`src/rtl/stopclk_pkg.sv`:
```
package stopclk_pkg;

    typedef enum logic [1:0] {
        PS_RUN     = 2'd0,
        PS_ACK     = 2'd1,
        PS_GRANT   = 2'd2,
        PS_RESUME  = 2'd3
    } pwr_state_e;

    typedef struct packed {
        pwr_state_e state;
        logic       ack_req;
        logic       gate_core;
    } pwr_ctl_t;

    function automatic logic core_gated(input pwr_state_e s);
        return (s == PS_GRANT);
    endfunction

    function automatic logic ack_active(input pwr_state_e s);
        return (s == PS_ACK);
    endfunction

endpackage

```
`src/rtl/stopclk_sync.sv`:
```
module stopclk_sync #(
    parameter int SYNC_STAGES = 2
) (
    input  logic clk,
    input  logic rst,
    input  logic async_i,
    output logic qual_o
);
    localparam int LAST = SYNC_STAGES - 1;

    logic [SYNC_STAGES-1:0] chain_q;
    logic                   hist_q;
    logic                   qual_q;

    genvar g;
    generate
        for (g = 0; g < SYNC_STAGES; g++) begin : g_stage
            if (g == 0) begin : g_first
                always_ff @(posedge clk) begin
                    if (rst) chain_q[g] <= 1'b0;
                    else     chain_q[g] <= async_i;
                end
            end else begin : g_rest
                always_ff @(posedge clk) begin
                    if (rst) chain_q[g] <= 1'b0;
                    else     chain_q[g] <= chain_q[g-1];
                end
            end
        end
    endgenerate

    always_ff @(posedge clk) begin
        if (rst) begin
            hist_q <= 1'b0;
            qual_q <= 1'b0;
        end else begin
            hist_q <= chain_q[LAST];
            if (chain_q[LAST] == hist_q)
                qual_q <= hist_q;
        end
    end

    assign qual_o = qual_q;

endmodule

```
`src/rtl/stopclk_fsm.sv`:
```
module stopclk_fsm
    import stopclk_pkg::*;
#(
    parameter int RESUME_CYCLES = 2
) (
    input  logic     clk,
    input  logic     rst,
    input  logic     req_i,
    input  logic     ack_done_i,
    output pwr_ctl_t ctl_o
);
    localparam int CNT_W = (RESUME_CYCLES > 1) ? $clog2(RESUME_CYCLES) : 1;
    localparam logic [CNT_W-1:0] CNT_LAST = CNT_W'(RESUME_CYCLES - 1);

    pwr_state_e       state_q, state_d;
    logic [CNT_W-1:0] cnt_q;

    always_comb begin
        state_d = state_q;
        unique case (state_q)
            PS_RUN: begin
                if (req_i) state_d = PS_ACK;
            end
            PS_ACK: begin
                if (ack_done_i) state_d = req_i ? PS_GRANT : PS_RUN;
            end
            PS_GRANT: begin
                if (!req_i) state_d = PS_RESUME;
            end
            PS_RESUME: begin
                if (cnt_q == CNT_LAST) state_d = PS_RUN;
            end
            default: state_d = PS_RUN;
        endcase
    end

    always_ff @(posedge clk) begin
        if (rst) begin
            state_q <= PS_RUN;
            cnt_q   <= '0;
        end else begin
            state_q <= state_d;
            if (state_q == PS_RESUME) cnt_q <= cnt_q + 1'b1;
            else                      cnt_q <= '0;
        end
    end

    always_comb begin
        ctl_o.state     = state_q;
        ctl_o.ack_req   = ack_active(state_q);
        ctl_o.gate_core = core_gated(state_q);
    end

endmodule

```
`src/rtl/stopclk_en_gen.sv`:
```
module stopclk_en_gen #(
    parameter int NUM_DOM = 6,
    parameter int NUM_AON = 2
) (
    input  logic               gate_core_i,
    output logic [NUM_DOM-1:0] en_o
);
    genvar d;
    generate
        for (d = 0; d < NUM_DOM; d++) begin : g_dom
            if (d < NUM_AON) begin : g_aon
                assign en_o[d] = 1'b1;
            end else begin : g_core
                assign en_o[d] = ~gate_core_i;
            end
        end
    endgenerate
endmodule

```
`src/rtl/stopclk_ctrl.sv`:
```
module stopclk_ctrl
    import stopclk_pkg::*;
#(
    parameter int NUM_CORE      = 4,
    parameter int NUM_AON       = 2,
    parameter int SYNC_STAGES   = 2,
    parameter int RESUME_CYCLES = 2,
    localparam int NUM_DOM      = NUM_CORE + NUM_AON
) (
    input  logic               clk,
    input  logic               rst,
    input  logic               stop_req_i,
    input  logic               ack_done_i,
    output logic [NUM_DOM-1:0] dom_en_o,
    output logic               ack_req_o,
    output logic [1:0]         state_o
);
    logic     req_qual;
    pwr_ctl_t ctl;

    stopclk_sync #(.SYNC_STAGES(SYNC_STAGES)) u_sync (
        .clk     (clk),
        .rst     (rst),
        .async_i (stop_req_i),
        .qual_o  (req_qual)
    );

    stopclk_fsm #(.RESUME_CYCLES(RESUME_CYCLES)) u_fsm (
        .clk        (clk),
        .rst        (rst),
        .req_i      (req_qual),
        .ack_done_i (ack_done_i),
        .ctl_o      (ctl)
    );

    stopclk_en_gen #(.NUM_DOM(NUM_DOM), .NUM_AON(NUM_AON)) u_en (
        .gate_core_i (ctl.gate_core),
        .en_o        (dom_en_o)
    );

    assign ack_req_o = ctl.ack_req;
    assign state_o   = ctl.state;

endmodule

```
`config.mk`:
```
export PLATFORM = sky130hd
export DESIGN_NAME = stopclk_ctrl
export DESIGN_NICKNAME = d
export VERILOG_FILES = /design/src/rtl/stopclk_pkg.sv /design/src/rtl/stopclk_sync.sv /design/src/rtl/stopclk_fsm.sv /design/src/rtl/stopclk_en_gen.sv /design/src/rtl/stopclk_ctrl.sv
export SDC_FILE = /design/constraint.sdc
export NUM_CORES = 1
export LEC_CHECK = 0
export ABC_AREA = 1
export BUFFER_PORTS_ARGS = -buffer_cell sky130_fd_sc_hd__buf_4
export CAP_MARGIN = 20
export CORE_AREA = 5 5 42 44
export CTS_CLUSTER_DIAMETER = 50
export DETAILED_ROUTE_END_ITERATION = 7
export DIE_AREA = 0 0 47 49
export SETUP_SLACK_MARGIN = 0.2
export SLEW_MARGIN = 20
export SYNTH_ARGS = -nofsm -noshare
export SYNTH_HDL_FRONTEND = slang
export SYNTH_SLANG_ARGS = --single-unit
```
`constraint.sdc`:
```
create_clock -name clk -period 1.9 [get_ports clk]
set_input_delay 0.19 -clock clk [delete_from_list [all_inputs] [get_ports clk]]
set_output_delay 0.19 -clock clk [all_outputs]
set_load 0.01 [all_outputs]
```
# [Word-level counts from Yosys, hierarchy flattened]
# Index checks and enable logic that the tools add are counted.
[op_classes] addsub=1 eq_ne=8 reduce_logical=3 n_mux=6 bitwise_logic=2
[ops] operator="2-to-1 mux 2 bit" count=5
[ops] operator="case mux 2 bit (4 select lines)" count=1
[ops] operator="!= test 2 bit (second input constant)" count=3
[ops] operator="== test 2 bit (second input constant)" count=2
[ops] operator="AND reduction 4 bit" count=1
[ops] operator="== test 2 x 1 -> 1 bit (second input constant)" count=1
[ops] operator="zero test 2 bit" count=1
[ops] operator="!= test 2 x 1 -> 1 bit (second input constant)" count=1
[ops] operator="inverter 1 bit" count=2
[ops] operator="OR reduction 2 bit" count=1
[ops] operator="adder 1 bit (second input constant)" count=1
[ops] operator="== test 1 bit" count=1
[word_totals] ff_bits=7

# [Logic depth before layout (Yosys ltp)]
[depth] ltp_word=3 depth_mapped=5 depth_no_buf=5

# [By module]
# A second synthesis with hierarchy kept.
[unflattened] hier_cells=43 area_unflattened_um2=315.3
[by_module_without_submodules] module="stopclk_fsm" cells_each=23 n_inst=1 area_per_inst_um2=148.9
[by_module_without_submodules] module="stopclk_sync" cells_each=13 n_inst=1 area_per_inst_um2=121.4
[by_module_without_submodules] module="stopclk_en_gen" cells_each=7 n_inst=1 area_per_inst_um2=45.0

# [Worst setup path after synthesis]
# No wires, ideal clock.
[synth_timing] path_kind="register -> output" startpoint="register u_fsm.state_q[0]" endpoint="output dom_en_o[3]" path_stages_with_launch=4 path_buffers=1 t_arrival_ns=0.836 setup_slack_ns=0.874 cell_sequence="dfxtp_1 > inv_1 > nand2_1 > buf_4"
[synth_via] elab_chain_cells=2
[synth_lines] element="start, declared" line_no="stopclk_fsm.sv:15" source="pwr_state_e state_q, state_d;"
[synth_lines] element="start signal, assigned" line_no="stopclk_fsm.sv:42" source="state_q <= state_d;"
[synth_lines] element="== test 2 bit" line_no="stopclk_pkg.sv:17" source="return (s == PS_GRANT);"
[synth_lines] element="inverter 1 bit"
[synth_lines] element="end, declared" line_no="stopclk_ctrl.sv:14" source="output logic [NUM_DOM-1:0] dom_en_o,"
# No other way between the ends.

# [Final worst setup path]
[layout_timing] startpoint="register u_fsm.state_q[0]" endpoint="output dom_en_o[4]"
[layout_via] elab_chain_cells=2
[layout_lines] element="== test 2 bit" line_no="stopclk_pkg.sv:17"
[layout_lines] element="inverter 1 bit" line_no="stopclk_en_gen.sv:14" source="assign en_o[d] = ~gate_core_i;"
# No other way between the ends.

==> flow_summary.yaml <==
cts:
  clockBufferDepth: 2
  cts_tree: "done"
  clock-sinks: 7
  cts_hold_buf: 0
  htreeDepth: 1
  clock-root-buffer: "clkbuf_4"
  cts.repair.resized: 0
  clk_pin_slew_worst_paths_ns: 0.05
  post_cts_buffers: 0
  cts_buffers: 3
  clkLatencyLatePin_ns: 0.25
setup_path:
  startpoint_type: "register"
  rrSetupSlack_ns: 1.01
  path_buf_inv: 2
  cp_data_arrival_time_ns: 1.05
  crit_required_ns: 1.71
  path_cells: "inv_1 -> nand2_1 -> buf_4"
  crit_type: "reg2out"
  worstRegToRegCells: 5
  crit_path_end_kind: "output pin"
  cp_max_fo: 6
  path_delay_family: "flip-flops"
  crit_cells: 3
  crit_path_top_delay_cell: "dfxtp_1"
  critical_path.max_stage_delay_ns: 0.40
timing:
  drv_slew: 0
  tns_ns: 0
  min_period_ns: 1.237
  hold_viol: 0
  fin_worst_skew_ns: 0.003334
  setup_viol_count_final: 0
  fmax_ghz: 0.8087
  grt_setup_unrepaired: "false"
  period_share: 0.6508
place:
  hpwl_um: 427.9
  place_congestion: 0.7522
  place_area_um2: 366.6
  numPortBuffers: 10
finish:
  synthToLayoutAreaGrowth_pct: 28.69
  fin_area_um2: 392.9
  seq_area_um2: 140.1
  multi_input_area_um2: 97.59
  drive_gt1_frac: 0.2745
  finalNetCount: 56
  n_fill_cell: 167
  n_antenna_cell: 0
floorplan:
  fp-row-count: 14
  ios: 13
  dieArea_um2: 2303
  die_y_um: 49
  die_w_um: 47
  start_util: 0.2179
  core_um2: 1401
global_routing:
  gr-usage-met1: 0.06000
  grt_pass1_vias: 253
  grt_start_max_net_pins: 8
  antenna_found_initial: 0
  met2_usage: 0.09050
  top_usage_layer: "met2"
  overflow: 0
  grtUsageMet3: 0.06642
  grt_usage: 0.06643
  grt_pass1_wl_um: 1000
detailed_routing:
  num_vias: 272
  wirelength_um: 589
  drt_iter0_markers: 0
  drt-wirelength-per-cell_um: 8.791
  drtPass1Iterations: 1
  ant_nets: 0
  drcViolationCount: 0
  via_per_inst: 4.060
synthesis:
  ys_seq_elements: 7
  synthArstFlopShare: 0
  synth.top_cell.area_share: 0.4590
  yosysMostFrequentCell: "inv_1"
  netlist_instances: 41
  syn_avg_cell_area_um2: 7.446
  synth_cell_types: 12
  yosysTopAreaCell: "dfxtp_1"
  ys_seq_area_frac: 0.4590
  synthTopCellsByArea: "dfxtp_1, buf_4, inv_1, nor2_1, nand3_1"
  yosysWarnings: 0
  netlist_area_um2: 305.3
  netlist_top_cells_count: "inv_1, nor2_1, dfxtp_1"
  synth_ff_type: "dfxtp_1"
  synth_edf_count: 0
min_path:
  min_delay_path_depth: 2
  hold_path.class: "in2reg"
pwr:
  ir_worst_vdd_mv: 0.3199
  powerDensity_nw_per_um2: 763.5
  cellLeakagePower_nw: 0.1781
status:
  status: "finished clean"
flow_run:
  maxCapViolCount: 0
==> where the power goes <==
part	internal, mW	switching [mW]
Combinational	0.00606	0.00731
Clock	0.0802	0.0556
Sequential	0.150	0.00105
==> cell type report <==
cell class | count | area share
Clock buffer | 4 | 0.06688
Inverter | 9 | 0.08599
Multi-Input combinational cell | 21 | 0.2484
Sequential cell | 7 | 0.3567
Tap cell | 16 | 0.05096
Timing Repair Buffer | 10 | 0.1911
==> cell usage in the layout (no fill, tap or decap), drive strengths merged <==
cell type and n:
buf 10, inv 9, nor2 8, dfxtp 7
clkbuf 4, nand3 3, nand2 2, a21oi 2
conb 2, o21ai 2, a211oi 1, nand4 1
==> per-layer routing <==
| layer | part of all wire | vias to the layer above |
|---|---|---|
| met5 | 0 | - |
| met4 | 0.024 | 0 |
| met3 | 0.20 | 5 |
| met2 | 0.43 | 15 |
| met1 | 0.34 | 116 |
| li1 | - | 136 |
==> metrics by stage <==
stage	std cells	utilization	power (mW)	hold slack [ns]	setup WS, ns
global placement	63	0.2616	0.1670	0.3893	0.9776
CTS	67	0.2804	0.3091	0.1387	0.6463
floorplan	42	-	0.1625	0.2591	0.8740
finish	67	0.2804	0.3000	0.1462	0.6634
detailed placement	63	0.2616	0.1672	0.3986	0.9413
global route	67	0.2804	0.3209	0.1413	0.5484
==> worst paths after layout <==
path	start	endpoint
worst max-delay path	u_fsm.state_q[0]$_SDFFE_PP0P_	dom_en_o[4]
worst min-delay path	rst	u_sync.chain_q[1]$_SDFF_PP0_
worst max register to register	register	u_fsm.state_q[0]$_SDFFE_PP0P_
worst min register to register	u_sync.chain_q[0]$_SDFF_PP0_	u_sync.chain_q[1]$_SDFF_PP0_
==> cells by family after synthesis <==
family	Yosys count	synth area share
buffers and inverters	14	0.2336
AOI/OAI and AO/OA	5	0.1025
and+or+nand+nor	14	0.1926
DFF	7	0.4590
other	1	0.01228
Power figures use the tool's default switching activity.
